$ cat src/rtl/dbg_sel_pkg.sv
package dbg_sel_pkg;
  localparam int unsigned CTL_W  = 32;
  localparam int unsigned LO_LSB = 16;
  localparam int unsigned LO_W   = 10;
  localparam int unsigned HI_LSB = 6;
  localparam int unsigned HI_W   = 10;
  localparam int unsigned IDX_W  = LO_W + HI_W;

  localparam int unsigned ACTIVE_BIT  = 0;
  localparam int unsigned SYSRST_BIT  = 1;
  localparam int unsigned ACK_BIT     = 28;
  localparam int unsigned HARTRST_BIT = 29;
  localparam int unsigned RESUME_BIT  = 30;
  localparam int unsigned HALT_BIT    = 31;

  typedef struct packed {
    logic halt;
    logic resume;
    logic hart_rst;
    logic sys_rst;
  } req_t;

  // Upper field sits above the lower field in the rebuilt index.
  function automatic logic [IDX_W-1:0] join_index(input logic [HI_W-1:0] hi,
                                                  input logic [LO_W-1:0] lo);
    logic [IDX_W-1:0] r;
    r = IDX_W'(hi) << LO_W;
    r = r | IDX_W'(lo);
    return r;
  endfunction

  function automatic logic [CTL_W-1:0] pack_ctl(input logic active,
                                                input req_t rq,
                                                input logic [IDX_W-1:0] idx);
    logic [CTL_W-1:0] w;
    logic [IDX_W-1:0] upper;
    w = '0;
    upper = idx >> LO_W;
    w[LO_LSB +: LO_W] = idx[LO_W-1:0];
    w[HI_LSB +: HI_W] = upper[HI_W-1:0];
    w[HALT_BIT]    = rq.halt;
    w[RESUME_BIT]  = rq.resume;
    w[HARTRST_BIT] = rq.hart_rst;
    w[SYSRST_BIT]  = rq.sys_rst;
    w[ACTIVE_BIT]  = active;
    return w;
  endfunction
endpackage

$ cat src/rtl/dbg_ctl_decode.sv
module dbg_ctl_decode
  import dbg_sel_pkg::*;
#(
  parameter int unsigned SEL_LEN = 12
) (
  input  logic [CTL_W-1:0]   wdata,
  output logic               wr_active,
  output logic               wr_ack,
  output logic [SEL_LEN-1:0] wr_sel,
  output req_t               wr_req
);
  logic [IDX_W-1:0] full_idx;
  logic             unused_bits;

  always_comb begin
    full_idx        = join_index(wdata[HI_LSB +: HI_W], wdata[LO_LSB +: LO_W]);
    wr_sel          = SEL_LEN'(full_idx);
    wr_active       = wdata[ACTIVE_BIT];
    wr_ack          = wdata[ACK_BIT];
    wr_req.halt     = wdata[HALT_BIT];
    wr_req.resume   = wdata[RESUME_BIT];
    wr_req.hart_rst = wdata[HARTRST_BIT];
    wr_req.sys_rst  = wdata[SYSRST_BIT];
  end

  assign unused_bits = ^{wdata[5:2], wdata[27:26], full_idx};
endmodule

$ cat src/rtl/dbg_ctl_regs.sv
module dbg_ctl_regs
  import dbg_sel_pkg::*;
#(
  parameter int unsigned SEL_LEN = 12
) (
  input  logic               clk,
  input  logic               rst_n,
  input  logic               wr_en,
  input  logic               wr_active,
  input  logic [SEL_LEN-1:0] wr_sel,
  input  req_t               wr_req,
  output logic               active_q,
  output logic [SEL_LEN-1:0] sel_q,
  output req_t               req_q,
  output logic               load,
  output logic               restart
);
  assign load    = wr_en && wr_active;
  assign restart = load && !active_q;

  always_ff @(posedge clk or negedge rst_n) begin
    if (!rst_n) begin
      active_q <= 1'b0;
      sel_q    <= '0;
      req_q    <= '0;
    end else if (wr_en) begin
      active_q <= wr_active;
      if (wr_active) begin
        sel_q <= wr_sel;
        req_q <= wr_req;
      end
    end
  end

  // inactive writes keep selection and requests
  a_r4_inactive_hold: assert property (@(posedge clk) disable iff (!rst_n)
    (wr_en && !wr_active) |=> ($stable(sel_q) && $stable(req_q) && !active_q));
endmodule

$ cat src/rtl/dbg_havereset_flags.sv
module dbg_havereset_flags #(
  parameter int unsigned NUM_HARTS = 8,
  parameter int unsigned SEL_LEN   = 12
) (
  input  logic                 clk,
  input  logic                 rst_n,
  input  logic                 restart,
  input  logic                 ack_en,
  input  logic [SEL_LEN-1:0]   ack_sel,
  input  logic [NUM_HARTS-1:0] hart_rst,
  input  logic [SEL_LEN-1:0]   rd_sel,
  output logic [NUM_HARTS-1:0] flags_q,
  output logic                 sel_flag
);
  logic [NUM_HARTS-1:0] ack_hit;

  for (genvar i = 0; i < NUM_HARTS; i++) begin : g_hart
    assign ack_hit[i] = ack_en && (ack_sel == SEL_LEN'(i));

    always_ff @(posedge clk or negedge rst_n) begin
      if (!rst_n)           flags_q[i] <= 1'b0;
      else if (hart_rst[i]) flags_q[i] <= 1'b1;
      else if (restart)     flags_q[i] <= 1'b0;
      else if (ack_hit[i])  flags_q[i] <= 1'b0;
    end

    // a reset pulse raises the flag
    a_r6_pulse_sets: assert property (@(posedge clk) disable iff (!rst_n)
      hart_rst[i] |=> flags_q[i]);
    // acknowledge without a colliding pulse lowers the flag
    a_r7_ack_clears: assert property (@(posedge clk) disable iff (!rst_n)
      (ack_hit[i] && !hart_rst[i]) |=> !flags_q[i]);
  end

  always_comb begin
    sel_flag = 1'b0;
    for (int i = 0; i < NUM_HARTS; i++)
      if (rd_sel == SEL_LEN'(i)) sel_flag = flags_q[i];
  end

  // restart with no pulses leaves no flag set
  a_r5_restart_clears: assert property (@(posedge clk) disable iff (!rst_n)
    (restart && hart_rst == '0) |=> (flags_q == '0));
endmodule

$ cat src/rtl/dbg_hartsel_tracker.sv
module dbg_hartsel_tracker
  import dbg_sel_pkg::*;
#(
  parameter int unsigned NUM_HARTS = 8,
  parameter int unsigned SEL_LEN   = 12
) (
  input  logic                 clk,
  input  logic                 rst_n,
  input  logic                 ctl_wr_en,
  input  logic [31:0]          ctl_wdata,
  input  logic [NUM_HARTS-1:0] hart_rst_pulse,
  output logic [SEL_LEN-1:0]   sel_hart,
  output logic [31:0]          ctl_rdata,
  output logic                 module_active,
  output logic                 halt_req,
  output logic                 resume_req,
  output logic                 hart_reset_req,
  output logic                 sys_reset_req,
  output logic                 any_have_reset,
  output logic                 all_have_reset
);
  logic               wr_active, wr_ack, load, restart, sel_flag;
  logic [SEL_LEN-1:0] wr_sel, sel_q;
  req_t               wr_req, req_q;
  logic [NUM_HARTS-1:0] flags_q;

  dbg_ctl_decode #(.SEL_LEN(SEL_LEN)) u_dec (
    .wdata(ctl_wdata), .wr_active(wr_active), .wr_ack(wr_ack),
    .wr_sel(wr_sel), .wr_req(wr_req)
  );

  dbg_ctl_regs #(.SEL_LEN(SEL_LEN)) u_regs (
    .clk(clk), .rst_n(rst_n), .wr_en(ctl_wr_en), .wr_active(wr_active),
    .wr_sel(wr_sel), .wr_req(wr_req), .active_q(module_active),
    .sel_q(sel_q), .req_q(req_q), .load(load), .restart(restart)
  );

  dbg_havereset_flags #(.NUM_HARTS(NUM_HARTS), .SEL_LEN(SEL_LEN)) u_flags (
    .clk(clk), .rst_n(rst_n), .restart(restart), .ack_en(load && wr_ack),
    .ack_sel(wr_sel), .hart_rst(hart_rst_pulse), .rd_sel(sel_q),
    .flags_q(flags_q), .sel_flag(sel_flag)
  );

  assign sel_hart       = sel_q;
  assign ctl_rdata      = pack_ctl(module_active, req_q, IDX_W'(sel_q));
  assign halt_req       = req_q.halt;
  assign resume_req     = req_q.resume;
  assign hart_reset_req = req_q.hart_rst;
  assign sys_reset_req  = req_q.sys_rst;
  assign any_have_reset = sel_flag;
  assign all_have_reset = sel_flag;

  logic unused_flags;
  assign unused_flags = ^flags_q;
endmodule

$ cat config.mk
export PLATFORM = sky130hd
export DESIGN_NAME = dbg_hartsel_tracker
export DESIGN_NICKNAME = d
export VERILOG_FILES = /design/src/rtl/dbg_sel_pkg.sv /design/src/rtl/dbg_ctl_decode.sv /design/src/rtl/dbg_ctl_regs.sv /design/src/rtl/dbg_havereset_flags.sv /design/src/rtl/dbg_hartsel_tracker.sv
export SDC_FILE = /design/constraint.sdc
export NUM_CORES = 1
export LEC_CHECK = 0
export BUFFER_PORTS_ARGS = -buffer_cell sky130_fd_sc_hd__buf_4
export CORE_ASPECT_RATIO = 1.75
export CORE_MARGIN = 2
export CORE_UTILIZATION = 45
export DETAILED_ROUTE_END_ITERATION = 16
export PLACE_DENSITY = 0.85
export SLEW_MARGIN = 10
export SYNTH_ARGS = -nofsm -noshare
export SYNTH_HDL_FRONTEND = slang
export SYNTH_SLANG_ARGS = --single-unit
$ cat constraint.sdc
create_clock -name clk -period 2.24 [get_ports clk]
set_input_delay 0.224 -clock clk [delete_from_list [all_inputs] [get_ports clk]]
set_output_delay 0.224 -clock clk [all_outputs]
set_load 0.03 [all_outputs]
# After elaboration in Yosys (flattened, before gate mapping)
# Index checks and enable logic that the tools add are counted.
[totals]
register_bits = 25
inputBits = 43
out_inout_bits = 51
elab_cells = 84
[classes]
eq_ne = 14
muxes = 32
n_bitwise = 1
reduce_logical = 23
[ops]
columns = ["operator", "count"]
rows = [
  ["== test 12 x 3 -> 1 bit, second input constant", 8],
  ["== test 12 x 2 -> 1 bit, second input constant", 4],
  ["two-way mux 1 bit", 32],
  ["== test 12 x 1 -> 1 bit, second input constant", 2],
  ["logical NOT 12 bit", 2],
  ["nonzero test 3 bit", 8],
  ["OR 12 x 10 -> 12 bit", 1],
  ["logical AND 1 bit", 11],
  ["AND reduction 2 bit", 1],
  ["logical NOT 1 bit", 1],
]

# Longest topological paths before layout
[logic_depth]
ltp_word = 9
ltp_mapped = 5
depth_no_buf = 4

# Cells and area by module
# From an unflattened synthesis, not the netlist that was laid out.
[unflattened]
hier_cells = 146
hier_area_um2 = 1557.7
[modules_own_cells]
columns = ["module", "instances", "cells_each", "area_per_inst_um2", "seq_area_each_um2"]
rows = [
  ["dbg_ctl_regs", 1, 39, 670.6, 425.4],
  ["dbg_havereset_flags", 1, 54, 494.2, 200.2],
  ["dbg_hartsel_tracker", 1, 35, 257.7, 0.0],
  ["dbg_ctl_decode", 1, 18, 135.1, 0.0],
]

# Worst setup path after synthesis
# No wires, ideal clock.
[synth_path]
path_type = "reg2out"
startpoint = "register u_regs.sel_q[1]"
endpoint = "output any_have_reset"
arrival_time_ps = 2085
required_ps = 2016
path_slack_ps = -69
path_stages_with_launch = 6
n_path_buf = 1
cell_sequence = "dfrtp_1 > nor2_1 > a211o_1 > a221o_1 > a31oi_1 > buf_4"
[synth_between]
elab_chain_len = 9
word_cells_on_any_way = 16
classes_between = "eq/ne: 7; mux: 8; reduce/logical: 1"
[synth_lines]
columns = ["item", "line", "rtl"]
rows = [
  ["start: declaration", "dbg_ctl_regs.sv:13", "output logic [SEL_LEN-1:0] sel_q,"],
  ["start signal: assignment", "dbg_ctl_regs.sv:29", "sel_q <= wr_sel;"],
  ["logical NOT 12 bit", "dbg_havereset_flags.sv:38", "if (rd_sel == SEL_LEN'(i)) sel_flag = flags_q[i];"],
  ["two-way mux 1 bit (7 in a row)", "dbg_havereset_flags.sv:38", ""],
  ["two-way mux 1 bit (*)", "dbg_havereset_flags.sv:38", ""],
  ["end: declaration", "dbg_hartsel_tracker.sv:19", "output logic any_have_reset,"],
]
# Mark *: on every way between the ends. The rest lies on a longest branch, timed or not.

# Worst setup path after layout
[layout_path]
startpoint = "register u_regs.sel_q[2]"
endpoint = "output all_have_reset"
[layout_between]
elab_chain_len = 9
word_cells_on_any_way = 16
classes_between = "eq/ne: 7; mux: 8; reduce/logical: 1"
[layout_lines]
columns = ["item", "line", "rtl"]
rows = [
  ["logical NOT 12 bit", "dbg_havereset_flags.sv:38", ""],
  ["two-way mux 1 bit (7 in a row)", "dbg_havereset_flags.sv:38", ""],
  ["two-way mux 1 bit (*)", "dbg_havereset_flags.sv:38", ""],
  ["end: declaration", "dbg_hartsel_tracker.sv:20", "output logic all_have_reset"],
]
# Marks and branches as above.

==> results.txt <==
Worst Path Required: 2.02 ns
Worst-path clk slew: 0.08 ns
post-synthesis mux area share: 14.3%
Inst Count DP: 210
final std cells w/o fill: 215
setup bufs post-CTS: 0
die area: 0.00361 sq mm
dpl ws: 0.351 ns
Clk Tree Root Cell: clkbuf_8
Lkg Pwr: 0.841 nW
maximum net fanout on the critical path: 5
Synth area leaders: dfrtp_1 (44%), buf_4 (18%), mux2_2 (14%)
Pre-antenna DRT Iters: 4
Area growth syn-to-layout: 28.9%
htree depth: 1
via count: 1066
Hold Slack: 0.145 ns
post-synthesis xor/xnor area fraction: 0%
Netlist Area Pre-Place: 0.00141 sq mm
Synth async-reset ratio: 100%
outcome: complete, no violations
crit share post-route: 91.4%
WL met2: 1870 microns
Peak VDD IR: 0.000611 V
Arr. time, crit path: 1.82 ns
final setup vio count: 0
DR iter-0 viols: 9
gr ovfl total: 0
CTS Buf Count: 3
CTS Sinks: 25
simple-gate portion of the synthesized area: 13.7%
EDFF count, synth: 0
count of cell types in the netlist: 26
maximum clock rate: 488 MHz
wire per inst: 14.8 microns
post-synthesis instance total: 123
clock skew: 0.00348 ns
number of synthesized register bits: 25
Synth top cells by count: buf_4 (33), dfrtp_1 (25), mux2_2 (17)
# IOs: 94
# port buffers: 64
Skew-Pair Late Insertion Delay: 0.26 ns
GP Congestion: 0.767
max layer used: met4
syn_area_per_cell: 11.4 sq um
drt drc: 0
Core Rows: 26
WS Path Type: register to output port
count leader, synth: buf_4
vias in the first global route: 1161
Starting Density: 47.5%
Yosys warning count: 0
crit path time final: 2.05 ns
Nets: 217
final slew viol count: 0
GRT Util Overall: 19.0%
routed wl met3: 193 microns
ant diodes: 0
Crit. End Element: output port
largest net degree at the start of global routing: 26
initial antenna violation count: 0
Max-cap violations: 0
final wirelength: 3170 microns
Via density: 4.96
post-synth top area cell: dfrtp_1
CP cell instances: nor2b_2 > a21oi_1 > a221o_1 > a31oi_2 > buf_4
Power Total: 1.34 mW
Min-Delay Path Class: input port to register
DRT antenna net count: 0
compound-cell area share of the yosys netlist: 8.45%
core footprint: 0.00296 sq mm
top_reg_cell synth: dfrtp_1
Die Ht: 78.0 microns
sequential cell area fraction in the yosys report: 44.5%
TritonCTS clock tree: done
utilization after layout: 61.2%
Synth Area in Adders: 0%
critical path launch point type: register
global-route wire length before repair: 5060 microns
setup ws final: 0.192 ns
PD cells: 742 mW/mm^2
DIE WIDTH: 46.3 microns
share of cells above drive strength 1: 53.8%
critical path's largest stage delay: 0.46 ns
critical path's slowest cell: dfrtp_1
Post-DP HPWL: 2580 microns
largest family of logic cells by synthesized area: buffers and inverters
Met1 Wirelength: 1050 microns
CTS max path bufs: 2
Synth top area share: 44.5%
Hold Vio Cnt, Final: 0
[placed cells by master, fill, tap and decap left out]
| master | count |
|---|---|
| buf_4 | 65 |
| nor4_1 | 1 |
| a31o_1 | 8 |
| a221o_1 | 1 |
| nor2b_2 | 1 |
| a21oi_1 | 1 |
| nand3_1 | 5 |
| nand4_1 | 2 |
| nand2_1 | 4 |
| dlygate4sd3_1 | 1 |
| clkbuf_8 | 3 |
| inv_1 | 3 |
| dfrtp_1 | 24 |
| nand4b_1 | 3 |
| o21ai_0 | 2 |
| nor3_1 | 1 |
| dfrtp_2 | 1 |
| a31oi_2 | 1 |
| a211o_1 | 1 |
| mux2_2 | 17 |
| clkbuf_1 | 1 |
| or4_4 | 2 |
| mux2i_1 | 1 |
| nand3b_1 | 1 |
| conb_1 | 15 |
| nor3_4 | 2 |
| a2111oi_1 | 1 |
| nor2_1 | 4 |
| nor3b_4 | 1 |
[layout make-up]
cell class,instances,area [sq um]
clock buffer,4,45.0
fill,247,1150
sequential,25,627
tap,42,52.6
timing repair buffer,66,498
multi-input combinational,75,579
inverter,3,11.3
[registers in the layout (all words and copies together), names as in the netlist]
name,flops
u_regs.active_q,1
u_flags.flags_q,8
u_regs.sel_q,12
u_regs.req_q,4
[through the flow]
stage | cell area, sq um | setup TNS (ns)
4_1_cts | 1810 | 0
3_3_place_gp | 1750 | 0
6_report | 1810 | 0
5_1_grt | 1810 | -0.00177
3_5_place_dp | 1750 | 0
2_1_floorplan | 1470 | 0
[path summary, 6_finish.rpt]
path | start | slack (ns) | cells after the start | to
worst min-delay path | hart_rst_pulse[2] | 0.14 | 2 | u_flags.flags_q[2]$_DFFE_PN0P_
max in group asynchronous | rst_n | 1.59 | 2 | u_regs.sel_q[0]$_DFFE_PN0P_
worst max register to register | u_regs.active_q$_DFFE_PN0P_ | 1.13 | 3 | u_flags.flags_q[0]$_DFFE_PN0P_
worst max-delay path | u_regs.sel_q[2]$_DFFE_PN0P_ | 0.19 | 5 | all_have_reset
worst min register to register | u_flags.flags_q[5]$_DFFE_PN0P_ | 0.51 | 1 | u_flags.flags_q[5]$_DFFE_PN0P_
min in group asynchronous | rst_n | 0.39 | 2 | u_regs.sel_q[7]$_DFFE_PN0P_
[worst max-delay path: cells and delay by family, from the launching register on]
kind            cells  cell delay (ns)
simple gates        1             0.29
flops               1             0.46
buf+inv             1             0.19
compound gates      3             0.62
[metal layers]
metal | global-route usage (%) | vias to the layer above
li1 | - | 494
met5 | 0 | -
met2 | 33.8 | 46
met4 | 8.57 | 0
met3 | 4.42 | 8
met1 | 19.5 | 518
[cell families (layout without fill, tap and decap cells)]
group	count (synthesis)	after routing
other cells	1	15
compound gates	15	15
simple gates	27	27
mux	18	18
flops	25	25
buf+inv	37	73
[repair_timing]
action                                  in CTS  in global routing
hold buffers                                 1                  0
resized for setup                            0                  3
endpoints found under the setup margin       0                  2
hold endpoints to repair                    25                  0
[power by group]
| part | switching, mW | internal [mW] | total (mW) |
|---|---|---|---|
| registers | 0.0600 | 0.505 | 0.565 |
| clock network | 0.132 | 0.127 | 0.259 |
| logic | 0.315 | 0.206 | 0.521 |
No activity file was read; power rests on OpenSTA's default activity.
